`config.mk`:
```
export PLATFORM = sky130hd
export DESIGN_NAME = pci_window_bridge
export DESIGN_NICKNAME = d
export VERILOG_FILES = /design/src/rtl/pwb_pkg.sv /design/src/rtl/pwb_decode.sv /design/src/rtl/pwb_regfile.sv /design/src/rtl/pwb_ctrl.sv /design/src/rtl/pci_window_bridge.sv
export SDC_FILE = /design/constraint.sdc
export NUM_CORES = 2
export LEC_CHECK = 0
export CAP_MARGIN = 20
export CORE_MARGIN = 4
export CORE_UTILIZATION = 28
export CTS_CLUSTER_SIZE = 10
export DETAILED_ROUTE_END_ITERATION = 10
export SLEW_MARGIN = 10
export SYNTH_ARGS = -nofsm -noshare
export SYNTH_HDL_FRONTEND = slang
export SYNTH_SLANG_ARGS = --single-unit
```
`constraint.sdc`:
```
create_clock -name clk -period 11.1 [get_ports clk]
set_input_delay 1.11 -clock clk [delete_from_list [all_inputs] [get_ports clk]]
set_output_delay 1.11 -clock clk [all_outputs]
set_load 0.03 [all_outputs]
```
`src/rtl/pwb_pkg.sv`:
```
`timescale 1ns/1ps
package pwb_pkg;
    typedef enum logic [1:0] {WIN_NONE = 2'd0, WIN_REG = 2'd1, WIN_IO = 2'd2, WIN_MEM = 2'd3} win_e;
    typedef enum logic [1:0] {DS_CFG = 2'd0, DS_MEM = 2'd1, DS_IO = 2'd2} ds_kind_e;
    typedef enum logic [2:0] {RK_HDR, RK_CADDR, RK_CDATA, RK_MBASE, RK_IOBASE, RK_RSVD} rkind_e;
    typedef enum logic [1:0] {ST_IDLE, ST_FWD_WAIT, ST_RESPOND} state_e;

    localparam logic [1:0] SZ_BYTE = 2'd0;
    localparam logic [1:0] SZ_HALF = 2'd1;
    localparam logic [1:0] SZ_WORD = 2'd2;

    localparam logic [31:0] OFS_CADDR  = 32'h0000_01C0;
    localparam logic [31:0] OFS_MBASE  = 32'h0000_01C4;
    localparam logic [31:0] OFS_IOBASE = 32'h0000_01C8;
    localparam logic [31:0] OFS_CDATA  = 32'h0000_0220;
endpackage

```
`src/rtl/pwb_decode.sv`:
```
`timescale 1ns/1ps
module pwb_decode
    import pwb_pkg::*;
#(
    parameter logic [31:0] REG_BASE   = 32'h1E20_0000,
    parameter logic [31:0] REG_SPAN   = 32'h0000_0224,
    parameter logic [31:0] IO_BASE    = 32'h1E24_0000,
    parameter logic [31:0] IO_SPAN    = 32'h0004_0000,
    parameter logic [31:0] MEM_BASE   = 32'h1D00_0000,
    parameter logic [31:0] MEM_SPAN   = 32'h0100_0000,
    parameter int          N_ALIAS    = 2,
    parameter logic [31:0] ALIAS_STEP = 32'hE000_0000
) (
    input  logic [31:0] addr,
    output win_e        win,
    output logic [31:0] offset
);
    localparam int NW = 3;
    localparam int NE = NW * N_ALIAS;
    localparam logic [31:0] BASES [NW] = '{REG_BASE, IO_BASE, MEM_BASE};
    localparam logic [31:0] SPANS [NW] = '{REG_SPAN, IO_SPAN, MEM_SPAN};
    localparam win_e        TAGS  [NW] = '{WIN_REG, WIN_IO, WIN_MEM};

    logic [NE-1:0] hit;
    logic [31:0]   rel [NE];
    win_e          tag [NE];

    for (genvar w = 0; w < NW; w++) begin : g_win
        for (genvar a = 0; a < N_ALIAS; a++) begin : g_alias
            localparam logic [31:0] B = BASES[w] + 32'(a) * ALIAS_STEP;
            localparam int          I = w * N_ALIAS + a;
            assign rel[I] = addr - B;
            assign hit[I] = (addr >= B) && (rel[I] < SPANS[w]);
            assign tag[I] = TAGS[w];
        end
    end

    always_comb begin
        win    = WIN_NONE;
        offset = '0;
        for (int i = 0; i < NE; i++) begin
            if (hit[i]) begin
                win    = tag[i];
                offset = rel[i];
            end
        end
    end
endmodule

```
`src/rtl/pwb_regfile.sv`:
```
`timescale 1ns/1ps
module pwb_regfile
    import pwb_pkg::*;
#(
    parameter int          HDR_WORDS = 64,
    parameter logic [15:0] VENDOR_ID = 16'h1054,
    parameter logic [15:0] DEVICE_ID = 16'h350E,
    parameter logic [31:0] HDR1_INIT = 32'h0290_0080
) (
    input  logic        clk,
    input  logic        rst_n,
    input  logic [31:0] offset,
    input  logic        wr_en,
    input  logic [31:0] wr_data,
    output rkind_e      kind,
    output logic [31:0] rd_data,
    output logic [31:0] mem_base,
    output logic [31:0] io_base,
    output logic [31:0] cfg_addr
);
    localparam int          IDX_W     = $clog2(HDR_WORDS);
    localparam logic [31:0] HDR_BYTES = 32'(HDR_WORDS * 4);

    logic [31:0]      hdr [HDR_WORDS];
    logic [IDX_W-1:0] idx;

    assign idx = offset[IDX_W+1:2];

    always_comb begin
        if (offset[1:0] != 2'b00)         kind = RK_RSVD;
        else if (offset < HDR_BYTES)      kind = RK_HDR;
        else if (offset == OFS_CADDR)     kind = RK_CADDR;
        else if (offset == OFS_MBASE)     kind = RK_MBASE;
        else if (offset == OFS_IOBASE)    kind = RK_IOBASE;
        else if (offset == OFS_CDATA)     kind = RK_CDATA;
        else                              kind = RK_RSVD;
    end

    always_ff @(posedge clk or negedge rst_n) begin
        if (!rst_n) begin
            for (int i = 0; i < HDR_WORDS; i++) hdr[i] <= (i == 1) ? HDR1_INIT : 32'h0;
            mem_base <= '0;
            io_base  <= '0;
            cfg_addr <= '0;
        end else if (wr_en) begin
            unique case (kind)
                RK_HDR:    if (idx != '0) hdr[idx] <= wr_data;
                RK_CADDR:  cfg_addr <= wr_data;
                RK_MBASE:  mem_base <= wr_data;
                RK_IOBASE: io_base  <= wr_data;
                default:   ;
            endcase
        end
    end

    always_comb begin
        unique case (kind)
            RK_HDR:    rd_data = (idx == '0) ? {DEVICE_ID, VENDOR_ID} : hdr[idx];
            RK_CADDR:  rd_data = cfg_addr;
            RK_MBASE:  rd_data = mem_base;
            RK_IOBASE: rd_data = io_base;
            default:   rd_data = '0;
        endcase
    end

    // base registers move only under a write strobe
    assert_base_hold_R7: assert property (@(posedge clk) disable iff (!rst_n)
        !wr_en |=> $stable(mem_base) && $stable(io_base));
endmodule

```
`src/rtl/pwb_ctrl.sv`:
```
`timescale 1ns/1ps
module pwb_ctrl
    import pwb_pkg::*;
(
    input  logic        clk,
    input  logic        rst_n,
    input  logic        cpu_req_valid,
    output logic        cpu_req_ready,
    input  logic [1:0]  cpu_size,
    input  logic        cpu_we,
    input  logic [31:0] cpu_wdata,
    output logic        cpu_rsp_valid,
    output logic [31:0] cpu_rsp_rdata,
    output logic        cpu_rsp_err,
    input  win_e        win,
    input  logic [31:0] offset,
    input  rkind_e      kind,
    input  logic [31:0] rf_rdata,
    input  logic [31:0] mem_base,
    input  logic [31:0] io_base,
    input  logic [31:0] cfg_addr,
    output logic        rf_wr_en,
    output logic        ds_req_valid,
    output logic [1:0]  ds_req_type,
    output logic [31:0] ds_req_addr,
    output logic [1:0]  ds_req_size,
    output logic        ds_req_we,
    output logic [31:0] ds_req_wdata,
    input  logic        ds_ack,
    input  logic [31:0] ds_rdata
);
    state_e      state, state_nx;
    ds_kind_e    q_type;
    logic [31:0] q_addr, q_wdata, q_rdata;
    logic [1:0]  q_size;
    logic        q_we, q_err;
    logic        accept, bad, narrow, to_cfg, fwd;

    assign accept = cpu_req_valid && (state == ST_IDLE);
    assign bad    = (win == WIN_NONE) || (cpu_size == 2'd3);
    assign narrow = (win == WIN_REG) && (cpu_size != SZ_WORD);
    assign to_cfg = (win == WIN_REG) && (cpu_size == SZ_WORD) && (kind == RK_CDATA);
    assign fwd    = !bad && ((win == WIN_IO) || (win == WIN_MEM) || to_cfg);
    assign rf_wr_en = accept && cpu_we && !bad && (win == WIN_REG) && !narrow && !to_cfg;

    always_ff @(posedge clk or negedge rst_n) begin
        if (!rst_n) state <= ST_IDLE;
        else        state <= state_nx;
    end

    always_comb begin
        state_nx = state;
        unique case (state)
            ST_IDLE:     if (accept) state_nx = fwd ? ST_FWD_WAIT : ST_RESPOND;
            ST_FWD_WAIT: if (ds_ack) state_nx = ST_RESPOND;
            ST_RESPOND:  state_nx = ST_IDLE;
            default:     state_nx = ST_IDLE;
        endcase
    end

    always_ff @(posedge clk or negedge rst_n) begin
        if (!rst_n) begin
            q_type  <= DS_CFG;
            q_addr  <= '0;
            q_wdata <= '0;
            q_size  <= SZ_BYTE;
            q_we    <= 1'b0;
            q_rdata <= '0;
            q_err   <= 1'b0;
        end else if (accept) begin
            q_err   <= bad;
            q_rdata <= (bad || narrow || cpu_we) ? 32'h0 : rf_rdata;
            if (fwd) begin
                q_we    <= cpu_we;
                q_wdata <= cpu_wdata;
                q_size  <= cpu_size;
                if (win == WIN_MEM) begin
                    q_type <= DS_MEM;
                    q_addr <= offset + mem_base;
                end else if (win == WIN_IO) begin
                    q_type <= DS_IO;
                    q_addr <= offset + io_base;
                end else begin
                    q_type <= DS_CFG;
                    q_addr <= cfg_addr;
                end
            end
        end else if (state == ST_FWD_WAIT && ds_ack) begin
            q_rdata <= q_we ? 32'h0 : ds_rdata;
        end
    end

    always_comb begin
        cpu_req_ready = (state == ST_IDLE);
        cpu_rsp_valid = (state == ST_RESPOND);
        cpu_rsp_rdata = q_rdata;
        cpu_rsp_err   = q_err;
        ds_req_valid  = (state == ST_FWD_WAIT);
        ds_req_type   = q_type;
        ds_req_addr   = q_addr;
        ds_req_size   = q_size;
        ds_req_we     = q_we;
        ds_req_wdata  = q_wdata;
    end

    assert_ds_hold_R10: assert property (@(posedge clk) disable iff (!rst_n)
        ds_req_valid && !ds_ack |=> ds_req_valid && $stable(ds_req_addr) && $stable(ds_req_type));
    assert_rsp_pulse_R10: assert property (@(posedge clk) disable iff (!rst_n)
        cpu_rsp_valid |=> !cpu_rsp_valid && cpu_req_ready);
    assert_err_zero_R9: assert property (@(posedge clk) disable iff (!rst_n)
        cpu_rsp_valid && cpu_rsp_err |-> cpu_rsp_rdata == 32'h0);
    assert_miss_fast_R9: assert property (@(posedge clk) disable iff (!rst_n)
        accept && (win == WIN_NONE) |=> cpu_rsp_valid && cpu_rsp_err);
    assert_cfg_word_R6: assert property (@(posedge clk) disable iff (!rst_n)
        ds_req_valid && (ds_req_type == 2'd0) |-> ds_req_size == SZ_WORD && ds_req_addr == cfg_addr);
endmodule

```
`src/rtl/pci_window_bridge.sv`:
```
`timescale 1ns/1ps
module pci_window_bridge
    import pwb_pkg::*;
#(
    parameter logic [31:0] REG_BASE   = 32'h1E20_0000,
    parameter logic [31:0] REG_SPAN   = 32'h0000_0224,
    parameter logic [31:0] IO_BASE    = 32'h1E24_0000,
    parameter logic [31:0] IO_SPAN    = 32'h0004_0000,
    parameter logic [31:0] MEM_BASE   = 32'h1D00_0000,
    parameter logic [31:0] MEM_SPAN   = 32'h0100_0000,
    parameter int          N_ALIAS    = 2,
    parameter logic [31:0] ALIAS_STEP = 32'hE000_0000,
    parameter int          HDR_WORDS  = 64,
    parameter logic [15:0] VENDOR_ID  = 16'h1054,
    parameter logic [15:0] DEVICE_ID  = 16'h350E
) (
    input  logic        clk,
    input  logic        rst_n,
    input  logic        cpu_req_valid,
    output logic        cpu_req_ready,
    input  logic [31:0] cpu_addr,
    input  logic [1:0]  cpu_size,
    input  logic        cpu_we,
    input  logic [31:0] cpu_wdata,
    output logic        cpu_rsp_valid,
    output logic [31:0] cpu_rsp_rdata,
    output logic        cpu_rsp_err,
    output logic        ds_req_valid,
    output logic [1:0]  ds_req_type,
    output logic [31:0] ds_req_addr,
    output logic [1:0]  ds_req_size,
    output logic        ds_req_we,
    output logic [31:0] ds_req_wdata,
    input  logic        ds_ack,
    input  logic [31:0] ds_rdata
);
    win_e        win;
    rkind_e      kind;
    logic [31:0] offset, rf_rdata, mem_base, io_base, cfg_addr;
    logic        rf_wr_en;

    pwb_decode #(
        .REG_BASE(REG_BASE), .REG_SPAN(REG_SPAN), .IO_BASE(IO_BASE), .IO_SPAN(IO_SPAN),
        .MEM_BASE(MEM_BASE), .MEM_SPAN(MEM_SPAN), .N_ALIAS(N_ALIAS), .ALIAS_STEP(ALIAS_STEP)
    ) u_decode (
        .addr(cpu_addr), .win(win), .offset(offset)
    );

    pwb_regfile #(
        .HDR_WORDS(HDR_WORDS), .VENDOR_ID(VENDOR_ID), .DEVICE_ID(DEVICE_ID)
    ) u_regs (
        .clk(clk), .rst_n(rst_n), .offset(offset), .wr_en(rf_wr_en), .wr_data(cpu_wdata),
        .kind(kind), .rd_data(rf_rdata), .mem_base(mem_base), .io_base(io_base), .cfg_addr(cfg_addr)
    );

    pwb_ctrl u_ctrl (
        .clk(clk), .rst_n(rst_n),
        .cpu_req_valid(cpu_req_valid), .cpu_req_ready(cpu_req_ready),
        .cpu_size(cpu_size), .cpu_we(cpu_we), .cpu_wdata(cpu_wdata),
        .cpu_rsp_valid(cpu_rsp_valid), .cpu_rsp_rdata(cpu_rsp_rdata), .cpu_rsp_err(cpu_rsp_err),
        .win(win), .offset(offset), .kind(kind), .rf_rdata(rf_rdata),
        .mem_base(mem_base), .io_base(io_base), .cfg_addr(cfg_addr), .rf_wr_en(rf_wr_en),
        .ds_req_valid(ds_req_valid), .ds_req_type(ds_req_type), .ds_req_addr(ds_req_addr),
        .ds_req_size(ds_req_size), .ds_req_we(ds_req_we), .ds_req_wdata(ds_req_wdata),
        .ds_ack(ds_ack), .ds_rdata(ds_rdata)
    );
endmodule

```
==> results_dict.tcl <==
set metrics [dict create \
    status "complete, no violations" \
    start_util 0.281 \
    worst_slew_pin_slew_ns 1.23 \
    place_congestion 0.946 \
    p_total_uw 17000 \
    ctsLongestPathBuffers 4 \
    firstDrtPassIters 6 \
    p_leak_uw 0.0584 \
    p_switching_uw 4020 \
    grt_overflow_total 0 \
    area_growth_pct 13.7 \
    cts_hold_buf 0 \
    clk_transition_reported_paths_ns 0.06 \
    grt_pass1_wl_um 528000 \
    yosys.area.top_type "dfrtp_1" \
    end_kind "register" \
    finalSetupViolations 0 \
    r2r-start "u_regs.io_base[0]" \
    grt_pass1_vias 74100 \
    die_w_um 627 \
    setup_tns_ns 0 \
    startpoint "cpu_addr[18]" \
    netlist_instances 8819 \
    arrival_ns 9.20 \
    slew_headroom 0.175 \
    synth_top_family_by_area "multiplexers" \
    clkSinkCount 2248 \
    period_minus_slack_ns 8.43 \
    rsz0062_at_grt "no" \
    ios 208 \
    netSwitchingFraction 0.236 \
    synth_xor_area_frac 0.00481 \
    antenna_found_initial 15 \
    startpoint_type "primary input" \
    hold_path.class "in -> async" \
    via_per_inst 5.37 \
    synthMuxAreaShare 0.273 \
    worstSetupPathType "in -> reg" \
    die_y_um 627 \
    cp_max_fo 27 \
    max_freq_mhz 119 \
    post-cts-setup-buffer-count 0 \
    drcViolationCount 0 \
    cts_tree "built" \
    drt_iter0_drc 6600 \
    yosysUniqueCellTypes 104 \
    core-area_um2 382000 \
    layout_common_cells "mux2_2, dfrtp_1, nor2_1" \
    final_common_cell "mux2_2" \
    power.density_nw_per_um2 139 \
    syn_area_per_cell_um2 12.2 \
    async_flop_share 1.00 \
    ctsResizeCount 0 \
    place_hpwl_um 216000 \
    portBuffers 207 \
    cts_root_buf "clkbuf_16" \
    drv_slew 0 \
    synth-compound-area-share 0.0913 \
    synth-adder-area-share 0.00835 \
    synth_area_um2 107000 \
    vias 74300 \
    yosysSeqAreaShare 0.524 \
    nFillCells 38000 \
    internal-power_uw 13000 \
    clock_latency_ns 0.90 \
    final_nets 8869 \
    yosys.area_share.simple 0.0623 \
    h-tree-depth 5 \
    synth-edff-count 0 \
    grt_max_degree 177 \
    tritoncts.num_buffers 273 \
    fp.dieArea_um2 393000 \
    maxCapViolations 0 \
    synth_area_leaders "dfrtp_1, mux2_2, mux2i_1" \
    period_share 0.759 \
    vdd_ir_drop_max_uv 120 \
    synth-seq-cells 2248 \
    p_clk_frac 0.476 \
    finalHoldViolations 0 \
    fin_skew_ns 0.0685 \
    drive_gt1_frac 0.342 \
    core.rowCount 227 \
    ys.flop_type "dfrtp_1" \
    combPwrFrac 0.040 \
    ant_nets 0 \
    synth_top_area_share 0.523 \
    wire_per_inst_um 26.1 \
    grt_use_total 0.178 \
    yosys_warnings 0 \
    power_frac_seq 0.484 \
    worstPathRequired_ns 11.87 \
    drt_wl_total_um 361000 \
]
[worst paths after layout]
path	to	slack (ns)	cells after the start
max	u_ctrl.ds_req_addr[30]	2.67	23
min	u_regs.hdr[1582]	0.18	1
max reg2reg	u_ctrl.ds_req_addr[30]	6.05	14
min reg2reg	u_regs.hdr[2046]	0.37	0
max in group asynchronous	u_regs.hdr[1373]	8.53	3
min in group clk	u_regs.hdr[2046]	0.37	0
[stage by stage]
step	util	hold slack [ns]	cell area, um2	worst slack, ns	cells
after floorplan	-	0.424	107000	4.23	8828
after global placement	0.299	0.362	114000	1.88	13500
after detailed placement	0.299	0.360	114000	1.91	13500
after CTS	0.319	0.169	122000	2.78	13800
after global routing	0.319	0.194	122000	2.24	13800
final	0.319	0.177	122000	2.67	13800
[worst max-delay path, cell delays in order]
cell and delay, ns:
clkdlybuf4s50_1 0.56, inv_1 0.18, ha_1 0.28, nand2b_4 0.10, a2111oi_4 0.45, o311ai_1 0.12
and3b_1 0.38, o311ai_4 0.82, buf_4 0.42, nand2_4 0.33, inv_4 0.39, ha_1 0.35
a21o_1 0.22, a2111oi_0 0.62, o32ai_1 0.30, o41ai_1 0.89, o21bai_1 0.29, a31o_2 0.34
a31o_2 0.23, a21oi_1 0.21, o21ai_0 0.15, xor2_1 0.17, a211o_1 0.26
[per-layer routing]
layer,up-vias,track usage,share of wire
met5,-,0,0.00014
met4,8,0.0644,0.038
met3,725,0.0331,0.070
met2,2653,0.283,0.46
met1,39100,0.242,0.44
li1,31800,-,-
[final cells by class]
cell class / instances / area [um2] / area share
diodes: 6 / 15.0 / 0.000123
inverters: 35 / 141 / 0.00116
clock buffers: 325 / 7170 / 0.0588
flip-flops and latches: 2248 / 56300 / 0.461
well taps: 5038 / 6300 / 0.0517
repair buffers: 442 / 3960 / 0.0324
clock inverters: 32 / 450 / 0.00369
multi-input cells: 5698 / 47700 / 0.391
[power groups by stage]
| stage | logic, uW | clock network [uW] | registers (uW) |
|---|---|---|---|
| finish | 679 | 8090 | 8230 |
| global route | 738 | 8600 | 8220 |
| detailed placement | 688 | 0 | 8370 |
| global placement | 690 | 0 | 8370 |
| CTS | 689 | 8280 | 8220 |
| floorplan | 246 | 0 | 8400 |
[kinds of logic (layout without fill, tap and decap cells)]
| group | count (synthesis) | in the layout |
|---|---|---|
| compound gates | 1478 | 1478 |
| xor+xnor | 59 | 59 |
| other cells | 1 | 16 |
| buf+inv | 882 | 834 |
| mux | 2632 | 2632 |
| simple gates | 1448 | 1448 |
| fa+ha+maj | 71 | 71 |
| flops | 2248 | 2248 |
[flip-flops by register name, summed over array words and instances, names as in the netlist]
register              flops
u_ctrl.state              2
u_ctrl.cpu_rsp_rdata     32
u_ctrl.ds_req_wdata      32
u_ctrl.ds_req_we          1
u_ctrl.cpu_rsp_err        1
u_regs.io_base           32
u_regs.cfg_addr          32
u_regs.mem_base          32
u_ctrl.ds_req_type        2
u_ctrl.ds_req_size        2
u_ctrl.ds_req_addr       32
u_regs.hdr             2048
[Yosys cell counts (all sizes together), types with 35 or more instances]
cell type,count
a21oi,308
dfrtp,2244
clkbuf,509
nand2,356
a211oi,60
nand3,148
o22ai,269
inv,35
mux2,2372
o21ai,278
a22oi,114
ha,66
a21o,44
nor3,291
buf,338
mux2i,258
and3,41
o211ai,131
nor2,452
No activity file was read; power rests on OpenSTA's default activity.
